===== config.mk =====
export PLATFORM = sky130hd
export DESIGN_NAME = sc_rtc_rx
export DESIGN_NICKNAME = d
export VERILOG_FILES = /design/src/rtl/sc_rtc_pkg.sv /design/src/rtl/sc_rtc_edge.sv /design/src/rtl/sc_rtc_deser.sv /design/src/rtl/sc_rtc_apply.sv /design/src/rtl/sc_rtc_phase.sv /design/src/rtl/sc_rtc_rx.sv
export SDC_FILE = /design/constraint.sdc
export NUM_CORES = 1
export LEC_CHECK = 0
export ABC_AREA = 1
export BUFFER_PORTS_ARGS = -buffer_cell sky130_fd_sc_hd__buf_2
export CAP_MARGIN = 5
export CORE_ASPECT_RATIO = 0.75
export CORE_MARGIN = 5
export CORE_UTILIZATION = 30
export DETAILED_ROUTE_END_ITERATION = 10
export GPL_ROUTABILITY_DRIVEN = 0
export PLACE_DENSITY = 0.45
export SLEW_MARGIN = 30
export SYNTH_ARGS = -nofsm -noshare
export SYNTH_HDL_FRONTEND = slang
export SYNTH_HIERARCHICAL = 1
export SYNTH_SLANG_ARGS = --single-unit

===== constraint.sdc =====
create_clock -name clk -period 2.55 [get_ports clk]
set_input_delay 0.3825 -clock clk [delete_from_list [all_inputs] [get_ports clk]]
set_output_delay 0.3825 -clock clk [all_outputs]
set_load 0.1 [all_outputs]

===== src/rtl/sc_rtc_pkg.sv =====
package sc_rtc_pkg;

  typedef enum logic [1:0] {
    MODE_OFF   = 2'b00,
    MODE_PHRST = 2'b01,
    MODE_TRACK = 2'b10,
    MODE_SPARE = 2'b11
  } sc_mode_e;

  typedef enum logic {
    RX_IDLE = 1'b0,
    RX_BUSY = 1'b1
  } rx_state_e;

endpackage


===== src/rtl/sc_rtc_edge.sv =====
module sc_rtc_edge (
  input  logic clk,
  input  logic rst_n,
  input  logic din,
  output logic rise
);
  logic prev_q;

  always_ff @(posedge clk or negedge rst_n) begin
    if (!rst_n) prev_q <= 1'b0;
    else        prev_q <= din;
  end

  assign rise = din & ~prev_q;
endmodule


===== src/rtl/sc_rtc_deser.sv =====
module sc_rtc_deser
  import sc_rtc_pkg::*;
#(
  parameter int FRAME_BITS   = 67,
  parameter int WORD_BITS    = 22,
  parameter int CLKS_PER_BIT = 2
) (
  input  logic                 clk,
  input  logic                 rst_n,
  input  logic                 enable,
  input  logic                 start,
  input  logic                 din,
  output logic [WORD_BITS-1:0] word_o,
  output logic                 done_o
);
  localparam int POS_W = $clog2(FRAME_BITS + 1);
  localparam int PH_W  = (CLKS_PER_BIT > 2) ? $clog2(CLKS_PER_BIT) : 1;
  localparam logic [PH_W-1:0]  PH_LAST  = PH_W'(CLKS_PER_BIT - 1);
  localparam logic [POS_W-1:0] POS_LAST = POS_W'(FRAME_BITS);

  rx_state_e            state_q, state_d;
  logic [PH_W-1:0]      phase_q, phase_d;
  logic [POS_W-1:0]     pos_q, pos_d;
  logic [WORD_BITS-1:0] cap_q, cap_d;
  logic                 sample_en;
  logic [WORD_BITS-1:0] bit_sel;

  assign sample_en = (state_q == RX_BUSY) && (phase_q == PH_LAST) && (pos_q != '0);

  for (genvar i = 0; i < WORD_BITS; i++) begin : g_sel
    assign bit_sel[i] = sample_en && (pos_q == POS_W'(i + 1));
  end

  always_comb begin
    state_d = state_q;
    phase_d = phase_q;
    pos_d   = pos_q;
    done_o  = 1'b0;
    for (int i = 0; i < WORD_BITS; i++) begin
      cap_d[i] = bit_sel[i] ? din : cap_q[i];
    end
    if (!enable) begin
      state_d = RX_IDLE;
    end else if (state_q == RX_IDLE) begin
      if (start) begin
        state_d = RX_BUSY;
        phase_d = PH_W'(1);
        pos_d   = '0;
      end
    end else begin
      if (phase_q == PH_LAST) begin
        phase_d = '0;
        pos_d   = pos_q + 1'b1;
        if (sample_en && pos_q == POS_LAST) begin
          done_o  = 1'b1;
          state_d = RX_IDLE;
        end
      end else begin
        phase_d = phase_q + 1'b1;
      end
    end
  end

  always_ff @(posedge clk or negedge rst_n) begin
    if (!rst_n) begin
      state_q <= RX_IDLE;
      phase_q <= '0;
      pos_q   <= '0;
      cap_q   <= '0;
    end else begin
      state_q <= state_d;
      phase_q <= phase_d;
      pos_q   <= pos_d;
      cap_q   <= cap_d;
    end
  end

  assign word_o = cap_d;
endmodule


===== src/rtl/sc_rtc_apply.sv =====
module sc_rtc_apply #(
  parameter int WORD_BITS = 22
) (
  input  logic                 clk,
  input  logic                 rst_n,
  input  logic                 enable,
  input  logic                 frame_done,
  input  logic [WORD_BITS-1:0] frame_word,
  input  logic                 line_start,
  output logic [WORD_BITS-1:0] word_o,
  output logic                 valid_o
);
  logic                 pend_q, pend_d;
  logic [WORD_BITS-1:0] hold_q, hold_d;
  logic [WORD_BITS-1:0] word_q, word_d;
  logic                 valid_q, valid_d;

  always_comb begin
    pend_d  = pend_q;
    hold_d  = hold_q;
    word_d  = word_q;
    valid_d = 1'b0;
    if (!enable) begin
      pend_d = 1'b0;
    end else begin
      if (line_start && pend_q) begin
        word_d  = hold_q;
        valid_d = 1'b1;
        pend_d  = 1'b0;
      end
      if (frame_done) begin
        pend_d = 1'b1;
        hold_d = frame_word;
      end
    end
  end

  always_ff @(posedge clk or negedge rst_n) begin
    if (!rst_n) begin
      pend_q  <= 1'b0;
      hold_q  <= '0;
      word_q  <= '0;
      valid_q <= 1'b0;
    end else begin
      pend_q  <= pend_d;
      hold_q  <= hold_d;
      word_q  <= word_d;
      valid_q <= valid_d;
    end
  end

  assign word_o  = word_q;
  assign valid_o = valid_q;
endmodule


===== src/rtl/sc_rtc_phase.sv =====
module sc_rtc_phase (
  input  logic clk,
  input  logic rst_n,
  input  logic enable,
  input  logic rise,
  input  logic field_start,
  output logic pulse_o
);
  logic armed_q, armed_d;
  logic pulse_q, pulse_d;

  always_comb begin
    armed_d = armed_q;
    pulse_d = 1'b0;
    if (!enable) begin
      armed_d = 1'b0;
    end else if (field_start && armed_q) begin
      pulse_d = 1'b1;
      armed_d = 1'b0;
    end else if (rise) begin
      armed_d = 1'b1;
    end
  end

  always_ff @(posedge clk or negedge rst_n) begin
    if (!rst_n) begin
      armed_q <= 1'b0;
      pulse_q <= 1'b0;
    end else begin
      armed_q <= armed_d;
      pulse_q <= pulse_d;
    end
  end

  assign pulse_o = pulse_q;
endmodule


===== src/rtl/sc_rtc_rx.sv =====
module sc_rtc_rx
  import sc_rtc_pkg::*;
#(
  parameter int FRAME_BITS   = 67,
  parameter int WORD_BITS    = 22,
  parameter int CLKS_PER_BIT = 2
) (
  input  logic                 clk,
  input  logic                 rst_n,
  input  logic                 ser_in,
  input  logic [1:0]           mode,
  input  logic                 line_start,
  input  logic                 field_start,
  output logic [WORD_BITS-1:0] freq_word,
  output logic                 freq_valid,
  output logic                 phase_rst
);
  sc_mode_e             mode_e;
  logic                 track_en;
  logic                 phrst_en;
  logic                 rise;
  logic                 frame_done;
  logic [WORD_BITS-1:0] frame_word;

  assign mode_e   = sc_mode_e'(mode);
  assign track_en = (mode_e == MODE_TRACK);
  assign phrst_en = (mode_e == MODE_PHRST);

  sc_rtc_edge i_edge (
    .clk  (clk),
    .rst_n(rst_n),
    .din  (ser_in),
    .rise (rise)
  );

  sc_rtc_deser #(
    .FRAME_BITS  (FRAME_BITS),
    .WORD_BITS   (WORD_BITS),
    .CLKS_PER_BIT(CLKS_PER_BIT)
  ) i_deser (
    .clk   (clk),
    .rst_n (rst_n),
    .enable(track_en),
    .start (rise),
    .din   (ser_in),
    .word_o(frame_word),
    .done_o(frame_done)
  );

  sc_rtc_apply #(
    .WORD_BITS(WORD_BITS)
  ) i_apply (
    .clk       (clk),
    .rst_n     (rst_n),
    .enable    (track_en),
    .frame_done(frame_done),
    .frame_word(frame_word),
    .line_start(line_start),
    .word_o    (freq_word),
    .valid_o   (freq_valid)
  );

  sc_rtc_phase i_phase (
    .clk        (clk),
    .rst_n      (rst_n),
    .enable     (phrst_en),
    .rise       (rise),
    .field_start(field_start),
    .pulse_o    (phase_rst)
  );
endmodule


# [Yosys cells after proc, flatten, opt, wreduce, memory -nomap -nowiden]
# Index checks and enable logic that the tools add are counted.
[word_totals] ff_bits=80 in_bits=7 output_inout_bits=24 wordCells=122
[op_classes] add_sub_neg=2 eq_ne=28 mux=46 bitwise=2 reduce_logical=33
[op_table] operator="== test 7 x 4 -> 1 bit, second input constant" n=8
[op_table] operator="== test 7 x 5 -> 1 bit, second input constant" n=7
[op_table] operator="two-way mux 1 bit" n=43
[op_table] operator="== test 7 x 3 -> 1 bit, second input constant" n=4
[op_table] operator="logical AND 1 bit" n=27
[op_table] operator="two-way mux 7 bit" n=3
[op_table] operator="== test 7 x 2 -> 1 bit, second input constant" n=2
[op_table] operator="adder 7 x 1 -> 7 bit, second input constant" n=1
[op_table] operator="== test 7 x 1 -> 1 bit, second input constant" n=1
[op_table] operator="== test 7 bit, second input constant" n=1
[op_table] operator="nonzero test 7 bit" n=1
[op_table] operator="inequality test 3 bit, second input constant" n=2
[op_table] operator="AND reduction 2 bit" n=3
[op_table] operator="AND reduction 3 bit" n=1
[op_table] operator="== test 2 x 1 -> 1 bit, second input constant" n=1
[op_table] operator="== test 2 bit, second input constant" n=1
[op_table] operator="inequality test 2 bit, second input constant" n=1
[op_table] operator="nonzero test 2 bit" n=1
[op_table] operator="adder 1 bit, second input constant" n=1
[op_table] operator="AND 1 bit" n=1
[op_table] operator="NOT 1 bit" n=1

# [Depth between registers and ports, before layout]
[logic_depth] ltp_word=9 depth_mapped=11 depth_no_buf=10

# [Cells and area by module]
# Netlist, hierarchy kept.
[modules_own_cells] mod="sc_rtc_apply" instances=1 cells_each=198 area_per_inst_um2=1888.1 seq_area_each_um2=1151.1
[modules_own_cells] mod="sc_rtc_deser" instances=1 cells_each=230 area_per_inst_um2=1771.7 seq_area_each_um2=775.7
[modules_own_cells] mod="sc_rtc_phase" instances=1 cells_each=8 area_per_inst_um2=75.1 seq_area_each_um2=50.0
[modules_own_cells] mod="sc_rtc_edge" instances=1 cells_each=3 area_per_inst_um2=35.0 seq_area_each_um2=25.0
[modules_own_cells] mod="sc_rtc_rx" instances=1 cells_each=4 area_per_inst_um2=15.0 seq_area_each_um2=0.0

# [Worst setup path after synthesis]
# Ideal clock, no wire load.
[synth_path] path_type="register to register" start="register i_deser.pos_q[0]" end="register i_apply.hold_q[18]" setup_ps=116 arrival_time_ps=1635 required_time_ps=2434 setup_slack_ps=799 path_stages_with_launch=12 n_path_buf=1 synth_period_minus_slack_ps=1751 path_cell_list="dfrtp_1 > inv_1 > ha_1 > inv_2 > nor3_2 > nand2_2 > nand3_1 > nor2_1 > nand2_4 > buf_6 > nand2_1 > nand2_1"
[synth_between] elab_chain_cells=8 elab_cells_between_ends=12 classes_between="2 x eq/ne; 5 x mux; 5 x reduce/logical"
[synth_lines] item="start, declared" line="sc_rtc_deser.sv:23" rtl="logic [POS_W-1:0] pos_q, pos_d;"
[synth_lines] item="start signal, assigned" line="sc_rtc_deser.sv:73" rtl="pos_q <= pos_d;"
[synth_lines] item="nonzero test 7 bit" line="sc_rtc_deser.sv:28" rtl="assign sample_en = (state_q == RX_BUSY) && (phase_q == PH_LAST) && (pos_q != '0);"
[synth_lines] item="logical AND 1 bit" line="sc_rtc_deser.sv:28"
[synth_lines] item="logical AND 1 bit *" line="sc_rtc_deser.sv:54" rtl="if (sample_en && pos_q == POS_LAST) begin"
[synth_lines] item="two-way mux 1 bit *" line="sc_rtc_deser.sv:54"
[synth_lines] item="two-way mux 1 bit *" line="sc_rtc_deser.sv:51" rtl="if (phase_q == PH_LAST) begin"
[synth_lines] item="two-way mux 1 bit *" line="sc_rtc_deser.sv:44" rtl="end else if (state_q == RX_IDLE) begin"
[synth_lines] item="two-way mux 1 bit *" line="sc_rtc_deser.sv:42" rtl="if (!enable) begin"
[synth_lines] item="via frame_done" line="sc_rtc_rx.sv:22" rtl="logic frame_done;"
[synth_lines] item="AND reduction 2 bit (no source line) *"
[synth_lines] item="end signal, assigned" line="sc_rtc_apply.sv:46" rtl="hold_q <= hold_d;"
[synth_lines] item="end, declared" line="sc_rtc_apply.sv:14" rtl="logic [WORD_BITS-1:0] hold_q, hold_d;"
# Mark *: on every way through the listed nets, which the timed path passes. The rest lies on a longest branch.
# A chain may end at the register's enable or synchronous reset.

# [Worst setup path in the final report]
[layout_path] start="register i_deser.pos_q[0]" end="register i_apply.pend_q"
[layout_between] elab_chain_cells=9 elab_cells_between_ends=11 classes_between="2 x eq/ne; 6 x mux; 3 x reduce/logical"
[layout_lines] item="nonzero test 7 bit" line="sc_rtc_deser.sv:28"
[layout_lines] item="logical AND 1 bit" line="sc_rtc_deser.sv:28"
[layout_lines] item="logical AND 1 bit *" line="sc_rtc_deser.sv:54"
[layout_lines] item="two-way mux 1 bit *" line="sc_rtc_deser.sv:54"
[layout_lines] item="two-way mux 1 bit *" line="sc_rtc_deser.sv:51"
[layout_lines] item="two-way mux 1 bit *" line="sc_rtc_deser.sv:44"
[layout_lines] item="two-way mux 1 bit *" line="sc_rtc_deser.sv:42"
[layout_lines] item="via frame_done" line="sc_rtc_rx.sv:22"
[layout_lines] item="two-way mux 1 bit" line="sc_rtc_apply.sv:31" rtl="if (frame_done) begin"
[layout_lines] item="two-way mux 1 bit" line="sc_rtc_apply.sv:23" rtl="if (!enable) begin"
[layout_lines] item="end signal, assigned" line="sc_rtc_apply.sv:45" rtl="pend_q <= pend_d;"
[layout_lines] item="end, declared" line="sc_rtc_apply.sv:13" rtl="logic pend_q, pend_d;"
# Marks and branches as above.

==> impl_results.md <==
* TNS Setup at 0 ns
* Max Cap Viol at 0
* # hold bufs at CTS at 0
* Top-count cell post-synth: nand2_1
* Setup crit start kind: flop
* DR pass1 iterations at 6
* Layout area overhead at 13.9%
* Core Rows at 35
* Share of layout cells above drive strength 1 at 17.4%
* Final nets at 479
* Mapped Avg Cell Area at between 8 and 9 sq um
* Die X at 140 um
* Post_cts resized at 0
* Post-CTS Repair Setup Buffers at 0
* DRT antenna net count at 0
* Post-Syn Nets at 454
* Internal at 2.10 mW
* IO Pins at 31
* GRT Resource Usage Total at ~12%
* Synth top cells by count: nand2_1, dfrtp_1, nand3_1, nand4_1, nor2_1
* N_diodes at 0
* Combinational fraction of design power at a little under an eighth
* LEAKAGE at 2.19 nW
* Post-synthesis sequential area ratio at 52.9%
* CP endpoint kind: flop
* Fin crit share at 82.4%
* CTS root buf: clkbuf_16
* Total Wirelength at 8730 um
* Clk buf depth at 2
* Routed wire per std cell at 13.7 um
* Post-synth ARST share at 100%
* Critical Path Source: i_deser/pos_q[0]$_DFFE_PN0P_
* Ys Warns at 6
* Reg-to-reg startpoint: i_deser/pos_q[0]$_DFFE_PN0P_
* Vias at 2986
* Net Sw Power at 798 uW
* CTS tree: yes
* Initial antenna violation count at 0
* Core area at 12300 sq um
* Initial drt markers at 219
* Status: completed
* Initial core utilization at 30.8%
* Hold Vio Cnt, Final at 0
* Vias in the first global route at 2927
* WS Path Type: flop to flop
* Clk sink count at 80
* Cts bufs inserted at 9
* Worst Hold Class: primary input to asynchronous set/reset pin
* Cell Area, Synth at 3780 sq um
* Synth area leader: dfrtp_1
* Largest stage delay, worst path at 0.43 ns
* Post-synth EDFFs at 0
* IO Port Bufs at 30
* Pins Over Slew Limit at 0
* Filler cells at 1290
* Seq cells post-synth at 80
* Die footprint at ~15000 sq um
* RSZ-0062 raised after global routing: false
* Chip height at 107 um
* First-pass GRT wire length at 15000 um
* Worst Path Required at 2.75 ns
* Rel. slew slack at 63.8%
* WP data arrival at 2.30 ns
* Final Instance Count excl. Fillers at 638
* Largest net degree at the start of global routing at 48
* Clock Skews at 0.00353 ns
* Final setup violating endpoints at 0
* Worst skew pair latency at 0.33 ns
* Top FF cell, synth: dfrtp_1
* Post-synthesis cell count at 443
* Clk pwr share at about two fifths
* Net Sw Frac at between 20% and 30%
* Synth top area cells: dfrtp_1, nand2_1, nand3_1
* Crit-path max FO at 23
* Critical-path top delay cell: dfrtp_1
* F_max at 0.476 GHz
* Slew @ Worst Pin at 0.542 ns
* Post-synth top area share at a little over half
* Yosys cell types at 26
* Total number of H-tree levels at 3
* Flop pwr share at 47.4%
* GRT overflow at 0
* Tmin final at roughly 2.1 ns
* DR vias/cell at 4.68
* Clk slew on worst S/H paths at 0.06 ns
* Maximum vdd drop at 0.338 mV
* Residual DRC at 0
* CP cell instances: inv_1 > ha_1 > inv_2 > nor3_2 > nand2_2 > nand3_1 > nor2_1 > buf_4 > nand2_4 > o21ai_1
* PwrDens at 673 nW/um^2
* Detailed Place HPWL at about 6200 um
* DP Cell Count at approximately 620
## critical path: cells and delay by family, from the launching register on
kind	cells	cell delay, ns
and+or+nand+nor	5	0.71
DFF	1	0.43
adders and majority gates	1	0.31
AOI/OAI and AO/OA	1	0.10
buffers and inverters	3	0.39
## cells in the final DEF, fill, tap and decap left out, drive strengths merged, types with 3 or more instances in the layout
master	instances
dfrtp	80
buf	41
nor2	35
inv	20
clkinv	5
o21ai	13
ha	4
nand3	61
nand4	41
a21oi	3
nand2	155
clkbuf	10
## worst paths after layout
check                                              end  slack (ns)  depth (start not counted)
min                        i_deser/cap_q[21]$_DFF_PN0_       0.002                          1
min reg2reg                 i_deser/cap_q[4]$_DFF_PN0_        0.47                          2
max reg2reg                 i_apply/pend_q$_DFFE_PN0P_        0.45                         10
max                         i_apply/pend_q$_DFFE_PN0P_        0.45                         10
min in group clk             i_phase/pulse_o$_DFF_PN0_        0.29                          3
max in group asynchronous   i_deser/cap_q[3]$_DFF_PN0_        1.94                          2
## registers in the layout (all words and copies together), names as in the netlist, 7 cells and up
| name | count |
|---|---|
| i_apply/word_o | 22 |
| i_apply/hold_q | 22 |
| i_deser/cap_q | 22 |
| i_deser/pos_q | 7 |
## per-layer routing
metal	vias up	GRT usage [%]	share of wire, %
li1	1516	-	-
met1	1426	17.2	49
met2	44	19.6	48
met3	0	3.37	3.5
met4	0	3.11	0
met5	-	0	0
## power groups by stage
stage | clock [mW] | sequential, mW | combinational [mW]
after global placement | 0 | 1.40 | 0.328
after CTS | 1.24 | 1.37 | 0.337
final | 1.19 | 1.37 | 0.331
after global routing | 1.28 | 1.38 | 0.380
after floorplan | 0 | 1.38 | 0.264
after detailed placement | 0 | 1.40 | 0.336
## area by class of cell
class	count	area (sq um)	area share, %
clock inverter	5	33.8	0.784
tap	166	208	4.82
timing repair buffer	41	235	5.46
multi-input combinational	314	1510	35.0
clock buffer	10	239	5.55
inverter	22	83.8	1.95
sequential	80	2000	46.5
## logic make-up after synthesis
kind of cell | synth area share [%]
adders and majority gates | 1.32
buffers and inverters | 7.47
and+or+nand+nor | 35.9
DFF | 52.9
AOI/OAI and AO/OA | 2.41
## stage by stage
step           instance area [sq um]  utilization, %  setup slack (ns)  hold slack (ns)  total power [mW]
3_5_place_dp                    4040            32.8             0.448            0.380              1.73
6_report                        4310            35.0             0.450          0.00198              2.90
4_1_cts                         4310            35.0             0.435           0.0177              2.95
5_1_grt                         4310            35.0             0.232           0.0451              3.04
3_3_place_gp                    4040            32.8             0.446            0.373              1.72
2_1_floorplan                   3780               -             0.799           0.0869              1.65
Note: power is estimated with default switching activity, not from simulation.
